[src/rtl/dcd_pkg.sv]
package dcd_pkg;

  // index 0 = channel A, index 1 = channel B
  localparam int NUM_CH = 2;
  localparam int CH_A   = 0;
  localparam int CH_B   = 1;

  // Channel mask of the banks a write reaches.
  function automatic logic [NUM_CH-1:0] dcd_targets(input logic cs_n,
                                                    input logic chan_sel,
                                                    input logic bcast);
    logic [NUM_CH-1:0] m;
    m = '0;
    if (!cs_n) begin
      if (bcast)         m = '1;
      else if (chan_sel) m[CH_A] = 1'b1;
      else               m[CH_B] = 1'b1;
    end
    return m;
  endfunction

endpackage

[src/rtl/dcd_afr_bank.sv]
module dcd_afr_bank #(
  parameter int DATA_W = 8
) (
  input  logic                           clk,
  input  logic                           rst_n,
  input  logic [dcd_pkg::NUM_CH-1:0]     we,
  input  logic [DATA_W-1:0]              wdata,
  output logic [dcd_pkg::NUM_CH-1:0][DATA_W-1:0] afr
);
  for (genvar c = 0; c < dcd_pkg::NUM_CH; c++) begin : g_ch
    always_ff @(posedge clk or negedge rst_n) begin
      if (!rst_n)     afr[c] <= '0;
      else if (we[c]) afr[c] <= wdata;
    end

    // register holds reset default until written
    a_r1_afr_hold: assert property (@(posedge clk) disable iff (!rst_n)
      !we[c] |=> $stable(afr[c]));
  end
endmodule

[src/rtl/dcd_wr_fanout.sv]
module dcd_wr_fanout #(
  parameter int ADDR_W = 4,
  parameter int DATA_W = 8
) (
  input  logic                       clk,
  input  logic                       rst_n,
  input  logic                       wr_rise,
  input  logic                       is_afr,
  input  logic [dcd_pkg::NUM_CH-1:0] targets,
  input  logic [ADDR_W-1:0]          addr,
  input  logic [DATA_W-1:0]          wdata,
  output logic                       wr_en_a,
  output logic                       wr_en_b,
  output logic [ADDR_W-1:0]          wr_addr,
  output logic [DATA_W-1:0]          wr_data
);
  logic bank_go;
  assign bank_go = wr_rise & ~is_afr;

  always_ff @(posedge clk or negedge rst_n) begin
    if (!rst_n) begin
      wr_en_a <= 1'b0;
      wr_en_b <= 1'b0;
      wr_addr <= '0;
      wr_data <= '0;
    end else begin
      wr_en_a <= bank_go & targets[dcd_pkg::CH_A];
      wr_en_b <= bank_go & targets[dcd_pkg::CH_B];
      if (wr_rise) begin
        wr_addr <= addr;
        wr_data <= wdata;
      end
    end
  end

  // a pulse never lasts beyond one cycle
  a_r8_single_cycle_a: assert property (@(posedge clk) disable iff (!rst_n)
    wr_en_a |=> !wr_en_a);
  a_r8_single_cycle_b: assert property (@(posedge clk) disable iff (!rst_n)
    wr_en_b |=> !wr_en_b);
  // accesses to the alternate-function address never reach a bank
  a_r9_afr_no_bank: assert property (@(posedge clk) disable iff (!rst_n)
    is_afr |=> !wr_en_a && !wr_en_b);
endmodule

[src/rtl/dcd_rd_mux.sv]
module dcd_rd_mux #(
  parameter int DATA_W = 8
) (
  input  logic                                   cs_n,
  input  logic                                   rd_stb,
  input  logic                                   chan_sel,
  input  logic                                   is_afr,
  input  logic [DATA_W-1:0]                      rd_data_a,
  input  logic [DATA_W-1:0]                      rd_data_b,
  input  logic [dcd_pkg::NUM_CH-1:0][DATA_W-1:0] afr,
  output logic [DATA_W-1:0]                      rdata,
  output logic                                   rdata_oe
);
  logic [DATA_W-1:0] bank_q;
  logic [DATA_W-1:0] sel_q;

  always_comb begin
    bank_q   = chan_sel ? rd_data_a : rd_data_b;
    sel_q    = is_afr ? afr[chan_sel ? dcd_pkg::CH_A : dcd_pkg::CH_B] : bank_q;
    rdata_oe = ~cs_n & rd_stb;
    rdata    = rdata_oe ? sel_q : '0;
  end

  // nothing driven while deselected
  always_comb begin
    a_r2_rd_quiet: assert (!(cs_n && (rdata_oe || rdata != '0)) || $isunknown(cs_n));
  end
endmodule

[src/rtl/dual_chan_reg_decoder.sv]
module dual_chan_reg_decoder #(
  parameter int               ADDR_W   = 4,
  parameter int               DATA_W   = 8,
  parameter logic [ADDR_W-1:0] AFR_ADDR = '1,
  parameter int               BCAST_BIT = 0
) (
  input  logic              clk,
  input  logic              rst_n,
  input  logic              cs_n,
  input  logic              chan_sel,
  input  logic [ADDR_W-1:0] addr,
  input  logic              rd_stb,
  input  logic              wr_stb,
  input  logic [DATA_W-1:0] wdata,
  input  logic [DATA_W-1:0] rd_data_a,
  input  logic [DATA_W-1:0] rd_data_b,
  output logic [DATA_W-1:0] rdata,
  output logic              rdata_oe,
  output logic              wr_en_a,
  output logic              wr_en_b,
  output logic [ADDR_W-1:0] wr_addr,
  output logic [DATA_W-1:0] wr_data
);
  import dcd_pkg::*;

  logic                          wr_q;
  logic                          wr_rise;
  logic                          is_afr;
  logic                          bcast;
  logic [NUM_CH-1:0]             targets;
  logic [NUM_CH-1:0]             afr_we;
  logic [NUM_CH-1:0][DATA_W-1:0] afr;

  always_ff @(posedge clk or negedge rst_n) begin
    if (!rst_n) wr_q <= 1'b0;
    else        wr_q <= wr_stb;
  end

  assign wr_rise = wr_stb & ~wr_q & ~cs_n;
  assign is_afr  = (addr == AFR_ADDR);
  assign bcast   = afr[chan_sel ? CH_A : CH_B][BCAST_BIT];
  assign targets = dcd_targets(cs_n, chan_sel, bcast);
  assign afr_we  = targets & {NUM_CH{wr_rise & is_afr}};

  dcd_afr_bank #(.DATA_W(DATA_W)) i_afr (
    .clk, .rst_n, .we(afr_we), .wdata, .afr
  );

  dcd_wr_fanout #(.ADDR_W(ADDR_W), .DATA_W(DATA_W)) i_fan (
    .clk, .rst_n, .wr_rise, .is_afr, .targets, .addr, .wdata,
    .wr_en_a, .wr_en_b, .wr_addr, .wr_data
  );

  dcd_rd_mux #(.DATA_W(DATA_W)) i_rd (
    .cs_n, .rd_stb, .chan_sel, .is_afr, .rd_data_a, .rd_data_b, .afr,
    .rdata, .rdata_oe
  );

  // deselected cycles write nothing
  a_r2_no_write_deselected: assert property (@(posedge clk) disable iff (!rst_n)
    cs_n |=> !wr_en_a && !wr_en_b);
  // channel A only without broadcast
  a_r3_chan_a_only: assert property (@(posedge clk) disable iff (!rst_n)
    (wr_rise && !is_afr && chan_sel && !bcast) |=> wr_en_a && !wr_en_b);
  // channel B only without broadcast
  a_r4_chan_b_only: assert property (@(posedge clk) disable iff (!rst_n)
    (wr_rise && !is_afr && !chan_sel && !bcast) |=> !wr_en_a && wr_en_b);
  // broadcast reaches both banks
  a_r5_broadcast_both: assert property (@(posedge clk) disable iff (!rst_n)
    (wr_rise && !is_afr && bcast) |=> wr_en_a && wr_en_b);
  // a held strobe produces no further pulse
  a_r8_held_no_repeat: assert property (@(posedge clk) disable iff (!rst_n)
    (wr_q && wr_stb) |=> !wr_en_a && !wr_en_b);
  // read follows chan_sel for bank addresses
  a_r6_read_follows_sel: assert property (@(posedge clk) disable iff (!rst_n)
    (rdata_oe && !is_afr) |-> rdata == (chan_sel ? rd_data_a : rd_data_b));
endmodule

[config.mk]
export PLATFORM = sky130hd
export DESIGN_NAME = dual_chan_reg_decoder
export DESIGN_NICKNAME = d
export VERILOG_FILES = /design/src/rtl/dcd_pkg.sv /design/src/rtl/dcd_afr_bank.sv /design/src/rtl/dcd_wr_fanout.sv /design/src/rtl/dcd_rd_mux.sv /design/src/rtl/dual_chan_reg_decoder.sv
export SDC_FILE = /design/constraint.sdc
export NUM_CORES = 1
export LEC_CHECK = 0
export ABC_AREA = 1
export ABC_CLOCK_PERIOD_IN_PS = 2150
export BUFFER_PORTS_ARGS = -buffer_cell sky130_fd_sc_hd__buf_4
export CELL_PAD_IN_SITES_DETAIL_PLACEMENT = 0
export CELL_PAD_IN_SITES_GLOBAL_PLACEMENT = 1
export CORE_UTILIZATION = 25
export CTS_CLUSTER_SIZE = 10
export DETAILED_ROUTE_END_ITERATION = 8
export PLACE_DENSITY_LB_ADDON = 0.1
export SYNTH_ARGS = -nofsm -noshare
export SYNTH_HDL_FRONTEND = slang
export SYNTH_HIERARCHICAL = 1
export SYNTH_SLANG_ARGS = --single-unit
[constraint.sdc]
create_clock -name clk -period 2.15 [get_ports clk]
set_input_delay 0.645 -clock clk [delete_from_list [all_inputs] [get_ports clk]]
set_output_delay 0.645 -clock clk [all_outputs]
set_load 0.02 [all_outputs]
* After elaboration in Yosys (flattened, before gate mapping) *
Index checks and enable logic that the tools add are counted.
W data, S select, Z words.

operators by class
  bitwise gates (word level) = 11
  multiplexer cells = 11
  equality and inequality tests = 1
  magnitude comparators = 1

operator list
  cell                   number
  $mux W8                6
  $lt A32 B3 Y1 const B  1
  $and A1 B1 Y1          7
  $eq A4 B4 Y1 const B   1
  $mux W2                2
  $mux W1                3
  $not A1 Y1             3
  $and A2 B2 Y2          1

word-level totals
  output and inout bits = 23
  bits in registers = 31
  input port bits = 34

* Depth between registers and ports, before layout *
Gate-level depths: netlist of the first run.

  depth after elaboration = 7
  gate-level depth with buffers = 9
  depth with buffers taken out = 8

* Cells and area by module *
Netlist of the first run, hierarchy kept.

modules (own cells, without submodules)
  module                 cells an instance  instances  area an instance (sq um)
  dcd_afr_bank           68                 1          610.6
  dcd_wr_fanout          59                 1          530.5
  dcd_rd_mux             98                 1          435.4
  dual_chan_reg_decoder  16                 1          105.1

* Worst setup path after synthesis of the first run *
OpenSTA, ideal clock, no wires.

  kind = input to output
  start = in addr[2]
  end = out rdata[0]
  data arrival time = 1.544 ns
  data required time = 1.505 ns
  path slack = -0.039 ns
  cell stages on the path = 6
  path buffers = 1
  path through = nand2_1 -> nor2_4 -> buf_2 -> inv_1 -> nand3_1 -> a21oi_1

between the ends
  longest elaborated chain between the ends = 3

RTL lines
  item          RTL line                     source
  from (decl)   dual_chan_reg_decoder.sv:11  input logic [ADDR_W-1:0] addr,
  $eq A4 B4 Y1  dual_chan_reg_decoder.sv:40  assign is_afr = (addr == AFR_ADDR);
  via is_afr    dual_chan_reg_decoder.sv:28  logic is_afr;
  $mux W8       dcd_rd_mux.sv:19             sel_q = is_afr ? afr[chan_sel ? dcd_pkg::CH_A : dcd_pkg::CH_B] : bank_q;
  $mux W8       dcd_rd_mux.sv:21             rdata = rdata_oe ? sel_q : '0;
  to (decl)     dual_chan_reg_decoder.sv:17  output logic [DATA_W-1:0] rdata,

The timed path passes the listed nets, and every way through them passes these cells.

* Worst setup path after layout of the first run *
  start = in addr[3]
  end = out rdata[6]

The elaborated chain is that of the path after synthesis.

==> results of run 1 <==
==> power by group through the flow <==
stage | Clock, mW | Sequential, mW | Combinational (mW)
after floorplan | 0 | 0.717 | 0.128
after global placement | 0 | 0.676 | 0.325
after detailed placement | 0 | 0.675 | 0.325
after CTS | 0.452 | 0.666 | 0.327
after global routing | 0.482 | 0.671 | 0.371
final | 0.431 | 0.666 | 0.337
==> final timing paths <==
| kind | startpoint | to | cells after the start |
|---|---|---|---|
| hold reg to reg | i_afr/afr[15] | i_afr/afr[15] | 2 |
| hold / removal | rst_n | i_fan/wr_data[6] | 1 |
| min in group clk | i_afr/afr[15] | i_afr/afr[15] | 2 |
| setup reg to reg | wr_q | i_afr/afr[6] | 6 |
| max in group asynchronous | rst_n | i_afr/afr[2] | 1 |
| setup / recovery | addr[3] | rdata[6] | 7 |
==> worst max-delay path, delay by kind of cell <==
family	cells	cell delay, ns
AOI/OAI and AO/OA	1	0.12
and+or+nand+nor	3	0.29
buffers and inverters	3	0.39
==> repair_timing <==
item / 4_1_cts / 5_1_grt
cloned: 0 / 1
resized for setup: 2 / 21
pin swaps: 0 / 8
buffers inserted: 0 / 1
endpoints found under the setup margin: 8 / 8
==> synth_stat cells <==
cell and number:
or2_2 1, nor2_1 4, buf_6 6, o21ai_0 1, nand2_1 118, inv_1 41, nor2_4 2, inv_6 1
dfrtp_1 31, nand2_2 5, a21oi_1 8, buf_2 2, nand3_1 16, inv_2 4, buf_4 1
==> cells in the final DEF, fill, tap and decap left out <==
master	netlist	routed
buf_6	6	7
clkbuf_8	0	5
o21ai_0	1	1
nand2_2	5	4
dfrtp_1	31	31
nand2_1	118	117
nand3_4	0	3
nor2_4	2	2
nor2_1	4	4
inv_2	4	5
nand3_2	0	2
clkinv_2	0	1
buf_4	1	55
nand3_1	16	11
nand2_4	0	2
or2_4	0	1
a21oi_2	0	8
buf_8	0	1
clkbuf_1	0	2
inv_6	1	1
inv_1	41	40
==> final cells by class <==
class / instances / area, um2
Timing Repair Buffer: 63 / 506.7
Inverter: 46 / 177.7
Clock buffer: 7 / 76.32
Fill cell: 704 / 4049
Tap cell: 77 / 96.34
Multi-Input combinational cell: 155 / 735.7
Sequential cell: 31 / 775.7
Clock inverter: 1 / 5.005
==> cell families (layout without fill, tap and decap cells) <==
logic type	count (synthesis)	after routing
AND/OR/NAND/NOR	146	146
flip-flops	31	31
AO/OA/AOI/OAI	9	9
buffers and inverters	55	117
==> state kept, by name, summed over array words and instances, names as in the netlist <==
signal,count
i_afr/afr,16
i_fan/wr_addr,4
i_fan/wr_data,8
i_fan/wr_en_a,1
i_fan/wr_en_b,1
wr_q,1
==> metal layers <==
layer | global-route usage (%) | vias up
met4 | 5.172 | 0
li1 | - | 825
met1 | 16.84 | 622
met3 | 4.055 | 6
met5 | 0 | -
met2 | 17.14 | 46
==> metrics by stage <==
stage                     hold WS [ns]  setup WS, ns  instance area [um2]  setup TNS (ns)
after floorplan                 0.3494       0.05642                 1712               0
final                           0.2893       0.04519                 2374               0
after global routing            0.3145     -0.006984                 2374        -0.01014
after detailed placement        0.4591      -0.04733                 2181         -0.3268
after CTS                       0.3054      0.006881                 2266               0
after global placement          0.4560      -0.04683                 2181         -0.3061
==> impl_metrics.csv, run 1 <==
group,metric,value,unit
global_routing,grt_pass1_vias,1385,
yosys,ys_seq_area_share,46.13,%
die,core,6422,um2
cts,clkTransAtPathRegs,0.06,ns
worst_setup_path,critical_path_class,"primary input to output port",
cts,cts_hold_buf,0,
route,viasPerCell,3.945,
worst_setup_path,startpoint_type,"primary input",
worst_setup_path,cp_cell_sequence,"buf_8 > nand2_4 > nor2_4 > buf_6 > nand3_2 > a21oi_2 > buf_4",
worst_setup_path,crit_arrival,1.46,ns
pwr,p_clk_share,30.0,%
worst_setup_path,crit_fanout,5,
route,drc,7,
outcome,outcome,"finished with violations",
final_layout,post-route-util,36.96,%
worst_setup_path,crit_path_end_kind,"output port",
sta,min_period_over_period,97.90,%
cts,cts_buffers,5,
yosys,synth_compound_area_share,2.679,%
sta,period_needed,2.105,ns
sta,finalHoldViolCount,0,
route,post_drt_wl_per_cell,10.61,um
pwr,switchingPower,0.4212,mW
route,top_layer,"met4",
pwr,seq_power_share,46.4,%
cts,htreeDepth,2,
yosys,synth_area_leaders,"dfrtp_1, nand2_1, inv_1, nand3_1, buf_6",
sta,finalSetupViolCount,0,
place,hpwl,3000,um
global_routing,antenna_found_initial,0,
sta,worst_pin_slew,0.4028,ns
global_routing,grt_pass1_wl,6844,um
yosys,syn_area_per_cell,6.978,um2
die,die_h,84.02,um
worst_setup_path,crit_required,1.50,ns
sta,max_freq,0.4751,GHz
die,start_util,26.18,%
cts,cts_tree,"done",
pwr,leakagePower,1.339,nW
yosys,synth_top_family_by_area,"simple AND/OR/NAND/NOR gates",
die,io_pins,57,
yosys,syn_area,1682,um2
yosys,netlist_instances,241,
sta,max_slew_margin,73.15,%
route,drt_iter0_drc,31,
final_layout,synthToLayoutAreaGrowth,41.15,%
yosys,synth-simple-area-share,35.57,%
flow_run,cap_violations,0,
worst_hold_path,hold_class,"primary input to async pin",
route,wl,4032,um
place,dp_cells,370,
route,ant_nets,0,
yosys,synth_top_area_share,46.13,%
cts,cts_max_path_buffers,2,
outcome,violations,"DRC",
final_layout,diodes,0,
die,rows,29,
worst_setup_path,rrSetupSlack,0.93,ns
place,place_congestion,0.6562,
cts,clk_latency,0.28,ns
route,wl_met1,1984,um
sta,rsz0062_at_grt,"true",
yosys,synthXorXnorAreaFrac,0,%
global_routing,grt_max_degree,32,
pwr,peakVddDrop,0.0003926,V
cts,cts-root-buf,"clkbuf_8",
yosys,synth.distinct_cells,15,
final_layout,drive_above_1_share,32.01,%
global_routing,grtUsageTotal,12.16,%
yosys,syn_nets,275,
yosys,synth_fa_ha_area_share,0,%
final_layout,instances_no_fill,380,
pwr,cellInternalPower,1.012,mW
yosys,ys_warn_count,6,
route,first_pass_iters,5,
route,wl_met3,282,um
pwr,switching_share,29.39,%
yosys,ys_ff_latch,31,
place,port_buffers,56,
worst_setup_path,slowest_stage,"buf_6",
pwr,p_per_area,603.9,nW/um2
pwr,combPwrFrac,23.5,%
route,met2_length,1702,um
cts,cts_sinks,31,
yosys,synth_mux_area_share,0,%
global_routing,gr-total-overflow,0,
die,die_w,84.02,um
sta,drv_slew,0,
die,dieArea,7059,um2
pwr,power,1.433,mW
worst_setup_path,slowest_delay,0.17,ns
yosys,yosysTopAreaCell,"dfrtp_1",
route,vias,1499,
sta,fin_skew,0.003763,ns
final_layout,fin_nets,336,
(Power assumes the default switching activity.)
==> run 2: changes to the inputs <==
Settings changed: CORE_UTILIZATION 25 to 34, CTS_BUF_LIST from default to sky130_fd_sc_hd__clkbuf_16.
==> impl_metrics.csv, run 2 (synthesized netlist as in run 1, its figures left out) <==
group,metric,value,unit
die,die_h,72.33,um
sta,hold_ws,0.2954,ns
die,io_pins,57,
die,start_util,35.37,%
place,port_buffers,56,
route,drc,0,
outcome,outcome,"complete, no violations",
worst_setup_path,crit_required,1.50,ns
final_layout,drive_above_1_share,32.79,%
pwr,cellInternalPower,1.328,mW
sta,tns,0,ns
sta,drv_slew,0,
final_layout,largest_registers,"i_afr/afr x16, i_fan/wr_data x8, i_fan/wr_addr x4",
pwr,combPwrFrac,18.9,%
sta,finalHoldViolCount,0,
route,first_pass_iters,4,
cts,clkTransAtPathRegs,0.05,ns
final_layout,largest_reg_flops,16,
global_routing,grt_pass1_vias,1369,
route,wl_met1,1969,um
pwr,p_clk_share,43.7,%
sta,period_needed,2.138,ns
worst_setup_path,crit_arrival,1.49,ns
worst_setup_path,critical_path_class,"primary input to output port",
final_layout,regMostFlops,"i_afr/afr",
place,post-place-ws,-0.03438,ns
worst_hold_path,hold_class,"primary input to async pin",
sta,finalSetupViolCount,0,
sta,worst_pin_slew,0.3967,ns
worst_setup_path,rr_startpoint,"i_afr/afr[8]",
global_routing,grt_max_degree,32,
sta,fin_skew,0.001263,ns
final_layout,final_cell_mix,"nand2_1, buf_4, inv_1",
cts,cts_hold_buf,0,
sta,max_slew_margin,73.56,%
place,place_congestion,0.7431,
worst_setup_path,rrSetupSlack,0.92,ns
worst_setup_path,worst_r2r_endpoint,"i_afr/afr[3]",
route,drt_iter0_drc,24,
die,rows,25,
worst_setup_path,crit_fanout,6,
final_layout,final_common_cell,"nand2_1",
sta,rsz0062_at_grt,"true",
route,met2_length,1623,um
place,dp_cells,359,
pwr,switching_share,25.40,%
place,placed_area,2161,um2
sta,min_period_over_period,99.43,%
final_layout,final_cell_area,2452,um2
die,die_w,72.33,um
sta,max_freq,0.4678,GHz
final_layout,fin_nets,338,
route,ant_nets,0,
worst_setup_path,crit_path_end_kind,"output port",
route,vias,1509,
final_layout,fillers,493,
worst_setup_path,rr_worst_depth,5,
place,hpwl,2717,um
cts,cts_sinks,31,
final_layout,diodes,0,
route,top_layer,"met4",
cts,cts-root-buf,"clkbuf_16",
cts,clk_latency,0.27,ns
route,wl,3850,um
route,post_drt_wl_per_cell,10.35,um
sta,setup_slack,0.01221,ns
pwr,seq_power_share,37.4,%
cts,cts_max_path_buffers,2,
global_routing,antenna_found_initial,0,
global_routing,grtUsageTotal,15.20,%
global_routing,gr-total-overflow,0,
die,core,4755,um2
pwr,p_per_area,725.9,nW/um2
route,viasPerCell,4.056,
pwr,switchingPower,0.4521,mW
cts,cts_tree,"done",
global_routing,grt_pass1_wl,6279,um
cts,htreeDepth,2,
flow_run,cap_violations,0,
die,dieArea,5231,um2
pwr,peakVddDrop,0.0004575,V
final_layout,synthToLayoutAreaGrowth,45.83,%
worst_setup_path,startpoint_type,"primary input",
cts,cts_buffers,5,
route,wl_met3,203,um
final_layout,instances_no_fill,372,
pwr,leakagePower,1.396,nW
[run 2: changes by cell type in the layout (fill, tap and decap cells not counted), moves of 2 or more]
cell	change
clkbuf_8	-5
nand3_2	+3
nand3_4	-3
clkbuf_16	+5
buf_6	+3
clkbuf_1	-2
[run 2: metrics by stage]
stage          util [%]  power [mW]
3_3_place_gp      45.45      0.9958
3_5_place_dp      45.45      0.9967
4_1_cts           48.97       1.779
5_1_grt           51.58       1.860
6_report          51.58       1.780
2_1_floorplan         -      0.8453
[run 2: area by class of cell]
type                    count  area (um2)  area share [%]
multi-input cells         155       713.2           29.08
flip-flops and latches     31       775.7           31.63
clock inverters             3       38.79           1.582
inverters                  46       182.7           7.449
well taps                  67       83.83           3.418
clock buffers               5       125.1           5.102
repair buffers             65       533.0           21.73
[run 2: power groups by stage]
| stage | Combinational, mW | Sequential, mW | Clock [mW] |
|---|---|---|---|
| 3_5_place_dp | 0.322 | 0.674 | 0 |
| 2_1_floorplan | 0.128 | 0.717 | 0 |
| 3_3_place_gp | 0.321 | 0.674 | 0 |
| 5_1_grt | 0.375 | 0.672 | 0.813 |
| 4_1_cts | 0.323 | 0.667 | 0.789 |
| 6_report | 0.336 | 0.667 | 0.778 |
[run 2: timing repair]
| item | 4_1_cts | 5_1_grt |
|---|---|---|
| buffers inserted | 0 | 5 |
| gates resized for setup | 2 | 24 |
| cloned | 0 | 0 |
| endpoints found under the setup margin | 8 | 8 |
| pin swaps | 0 | 13 |
[run 2: how the worst max path moves through the flow]
stage | startpoint | end | slack (ns) | depth (start not counted)
global placement | addr[2] | rdata[6] | -0.04 | 7
global route | addr[3] | rdata[6] | -0.06 | 8
CTS | addr[1] | rdata[3] | 0.007 | 7
finish | addr[3] | rdata[2] | 0.01 | 8
detailed placement | addr[2] | rdata[7] | -0.03 | 7
floorplan | addr[2] | rdata[0] | 0.06 | 6
[run 2: critical path, stage by stage]
cell,delay [ns]
buf_8,0.07
nand2_4,0.05
nor2_4,0.13
buf_6,0.14
buf_6,0.11
nand3_2,0.06
a21oi_2,0.15
buf_6,0.13
[run 2: layer usage]
metal	vias to the layer above	track usage, %
li1	825	-
met1	633	22.00
met5	-	0
met3	5	2.083
met4	0	6.536
met2	46	22.64
==> run 3: changes to the inputs <==
Settings changed: BUFFER_PORTS_ARGS -buffer_cell sky130_fd_sc_hd__buf_4 to default, CORE_UTILIZATION 34 to 43, DONT_BUFFER_PORTS from default to 1, SYNTH_HIERARCHICAL 1 to default.
==> impl_metrics.csv, run 3 <==
group,metric,value,unit
outcome,outcome,"complete, no violations",
place,placed_area,1727,um2
sta,rsz0062_at_grt,"false",
sta,fin_skew,0.003944,ns
cts,cts_resized,0,
global_routing,grt_pass1_vias,1309,
sta,min_period_over_period,94.12,%
route,vias,1356,
cts,cts_max_path_buffers,2,
die,rows,22,
place,port_buffers,0,
yosys,syn_area,1649,um2
final_layout,final_common_cell,"nand2_1",
cts,cts-root-buf,"clkbuf_16",
worst_setup_path,startpoint_type,"primary input",
global_routing,antenna_found_initial,0,
cts,htreeDepth,2,
cts,cts_buffers,5,
sta,period_needed,2.024,ns
yosys,ys_async_sr_fraction,100.0,%
route,viasPerCell,4.792,
route,post_drt_wl_per_cell,12.03,um
pwr,cellInternalPower,1.125,mW
pwr,switching_share,26.16,%
route,drt_iter0_drc,51,
place,place_congestion,0.8066,
worst_hold_path,hold_class,"primary input to async pin",
yosys,synth_area_leaders,"dfrtp_1, nand2_1, nand4_1, buf_6, nor2_1",
worst_setup_path,cp_cell_sequence,"nand2_1 > nor2_4 > inv_2 > nand2_1 > nand2_1 > nor2_1 > buf_4",
cts,post_cts_buffers,0,
worst_setup_path,crit_fanout,15,
pwr,seq_power_share,48.0,%
worst_setup_path,crit_path_end_kind,"output port",
yosys,netlist_instances,223,
final_layout,synthToLayoutAreaGrowth,12.97,%
cts,cts_sinks,31,
yosys,synth_top_area_share,47.04,%
final_layout,drive_above_1_share,11.91,%
yosys,syn_nets,257,
route,drc,0,
final_layout,final_cell_mix,"nand2_1, dfrtp_1, nor2_1, nand4_1, buf_4",
die,start_util,45.04,%
sta,max_freq,0.4942,GHz
sta,max_slew_margin,77.15,%
worst_setup_path,cp_common_cell,"nand2_1",
die,die_w,63.93,um
yosys,synthTopCellsByCount,"nand2_1, dfrtp_1, nand4_1, nor2_1, inv_1",
flow_run,cap_violations,0,
cts,clk_latency,0.27,ns
yosys,synth.distinct_cells,18,
yosys,ys_seq_area_share,47.04,%
pwr,peakVddDrop,0.0006722,V
global_routing,grtUsageTotal,18.35,%
die,io_pins,57,
worst_setup_path,critical_path_class,"primary input to output port",
final_layout,largest_reg_flops,16,
yosys,syn_area_per_cell,7.395,um2
yosys,yosysTopAreaCell,"dfrtp_1",
global_routing,grt_pass1_wl,5768,um
sta,drv_slew,0,
yosys,yosysMostFrequentCell,"nand2_1",
sta,finalSetupViolCount,0,
worst_setup_path,crit_arrival,1.38,ns
place,hpwl,2541,um
route,first_pass_iters,4,
final_layout,final_cell_area,1863,um2
worst_setup_path,slowest_stage,"nor2_4",
route,ant_nets,0,
sta,finalHoldViolCount,0,
worst_setup_path,crit_required,1.50,ns
pwr,switchingPower,0.3985,mW
global_routing,grt_max_degree,32,
worst_setup_path,slowest_delay,0.17,ns
final_layout,fin_nets,268,
sta,worst_pin_slew,0.3424,ns
die,die_h,63.93,um
cts,clkTransAtPathRegs,0.05,ns
final_layout,regMostFlops,"i_afr.afr",
sta,tns,0,ns
cts,cts_hold_buf,0,
pwr,combPwrFrac,10.6,%
final_layout,diodes,0,
final_layout,largest_registers,"i_afr.afr x16, i_fan.wr_data x8, i_fan.wr_addr x4",
global_routing,gr-total-overflow,0,
pwr,p_per_area,817.7,nW/um2
yosys,ys_ff_latch,31,
die,core,3661,um2
yosys,synth_ff_type,"dfrtp_1",
pwr,p_clk_share,41.4,%
route,wl,3405,um
cts,cts_tree,"done",
yosys,ys_warn_count,0,
yosys,synth_edf_count,0,
pwr,leakagePower,1.060,nW
die,dieArea,4086,um2
[run 3: cell count changes after synthesis, moves of 4 or more]
cell     delta
a21oi_1     -7
inv_1      -28
nand2_2     -4
nand3_1    -16
nand4_1    +16
nor2_1     +12
o21ai_0     +7
[run 3: cell families after synthesis]
kind of cell    synth area share (%)
flops                          47.04
simple gates                   41.28
buf+inv                        8.953
compound gates                 2.731
[run 3: worst max-delay path: cells and delay by family]
kind	cells	cell delay, ns
buf+inv	2	0.28
simple gates	5	0.44
[run 3: final timing paths]
kind                          startpoint          endpoint  slack (ns)  depth (start not counted)
min                                rst_n  i_fan.wr_data[6]        0.07                          0
max in group asynchronous          rst_n      i_afr.afr[5]        2.00                          0
max reg2reg                         wr_q     i_afr.afr[13]        0.85                          6
min reg2reg                i_afr.afr[15]     i_afr.afr[15]        0.47                          2
max                              addr[1]          rdata[2]        0.13                          7
min in group clk                  wr_stb              wr_q        0.40                          0
[run 3: area by class of cell]
type                    count  area [um2]
fillers                   381        1798
clock inverters             3       11.26
multi-input cells         167       725.7
flip-flops and latches     31       775.7
clock buffers               5       125.1
well taps                  48       60.06
inverters                  14       52.55
repair buffers             15       112.6
[run 3: metrics by stage]
stage	total power [mW]	setup slack, ns	utilization [%]	hold slack [ns]	instances
finish	1.523	0.1264	50.89	0.07268	283
global route	1.594	0.01143	50.89	0.06258	283
CTS	1.546	0.1186	50.89	0.06545	283
detailed placement	0.9048	0.1226	47.16	0.3498	275
global placement	0.8965	0.1461	47.16	0.3500	275
floorplan	0.8676	0.04258	-	0.3494	223
[run 3: per-layer routing]
metal  wire length [um]  share of wire (%)  track usage, %  vias to the layer above
li1                   -                  -               -                      711
met1               1548                 45           22.31                      594
met2               1582                 46           30.85                       47
met3                234                6.9           5.536                        4
met4                 39                1.1           5.966                        0
met5                  0                  0               0                        -
[run 3: power groups by stage]
stage               Sequential [mW]  Combinational (mW)  Clock [mW]
finish                        0.732               0.161       0.631
global route                  0.739               0.188       0.667
CTS                           0.732               0.165       0.649
detailed placement            0.740               0.165           0
global placement              0.739               0.157           0
floorplan                     0.730               0.137           0
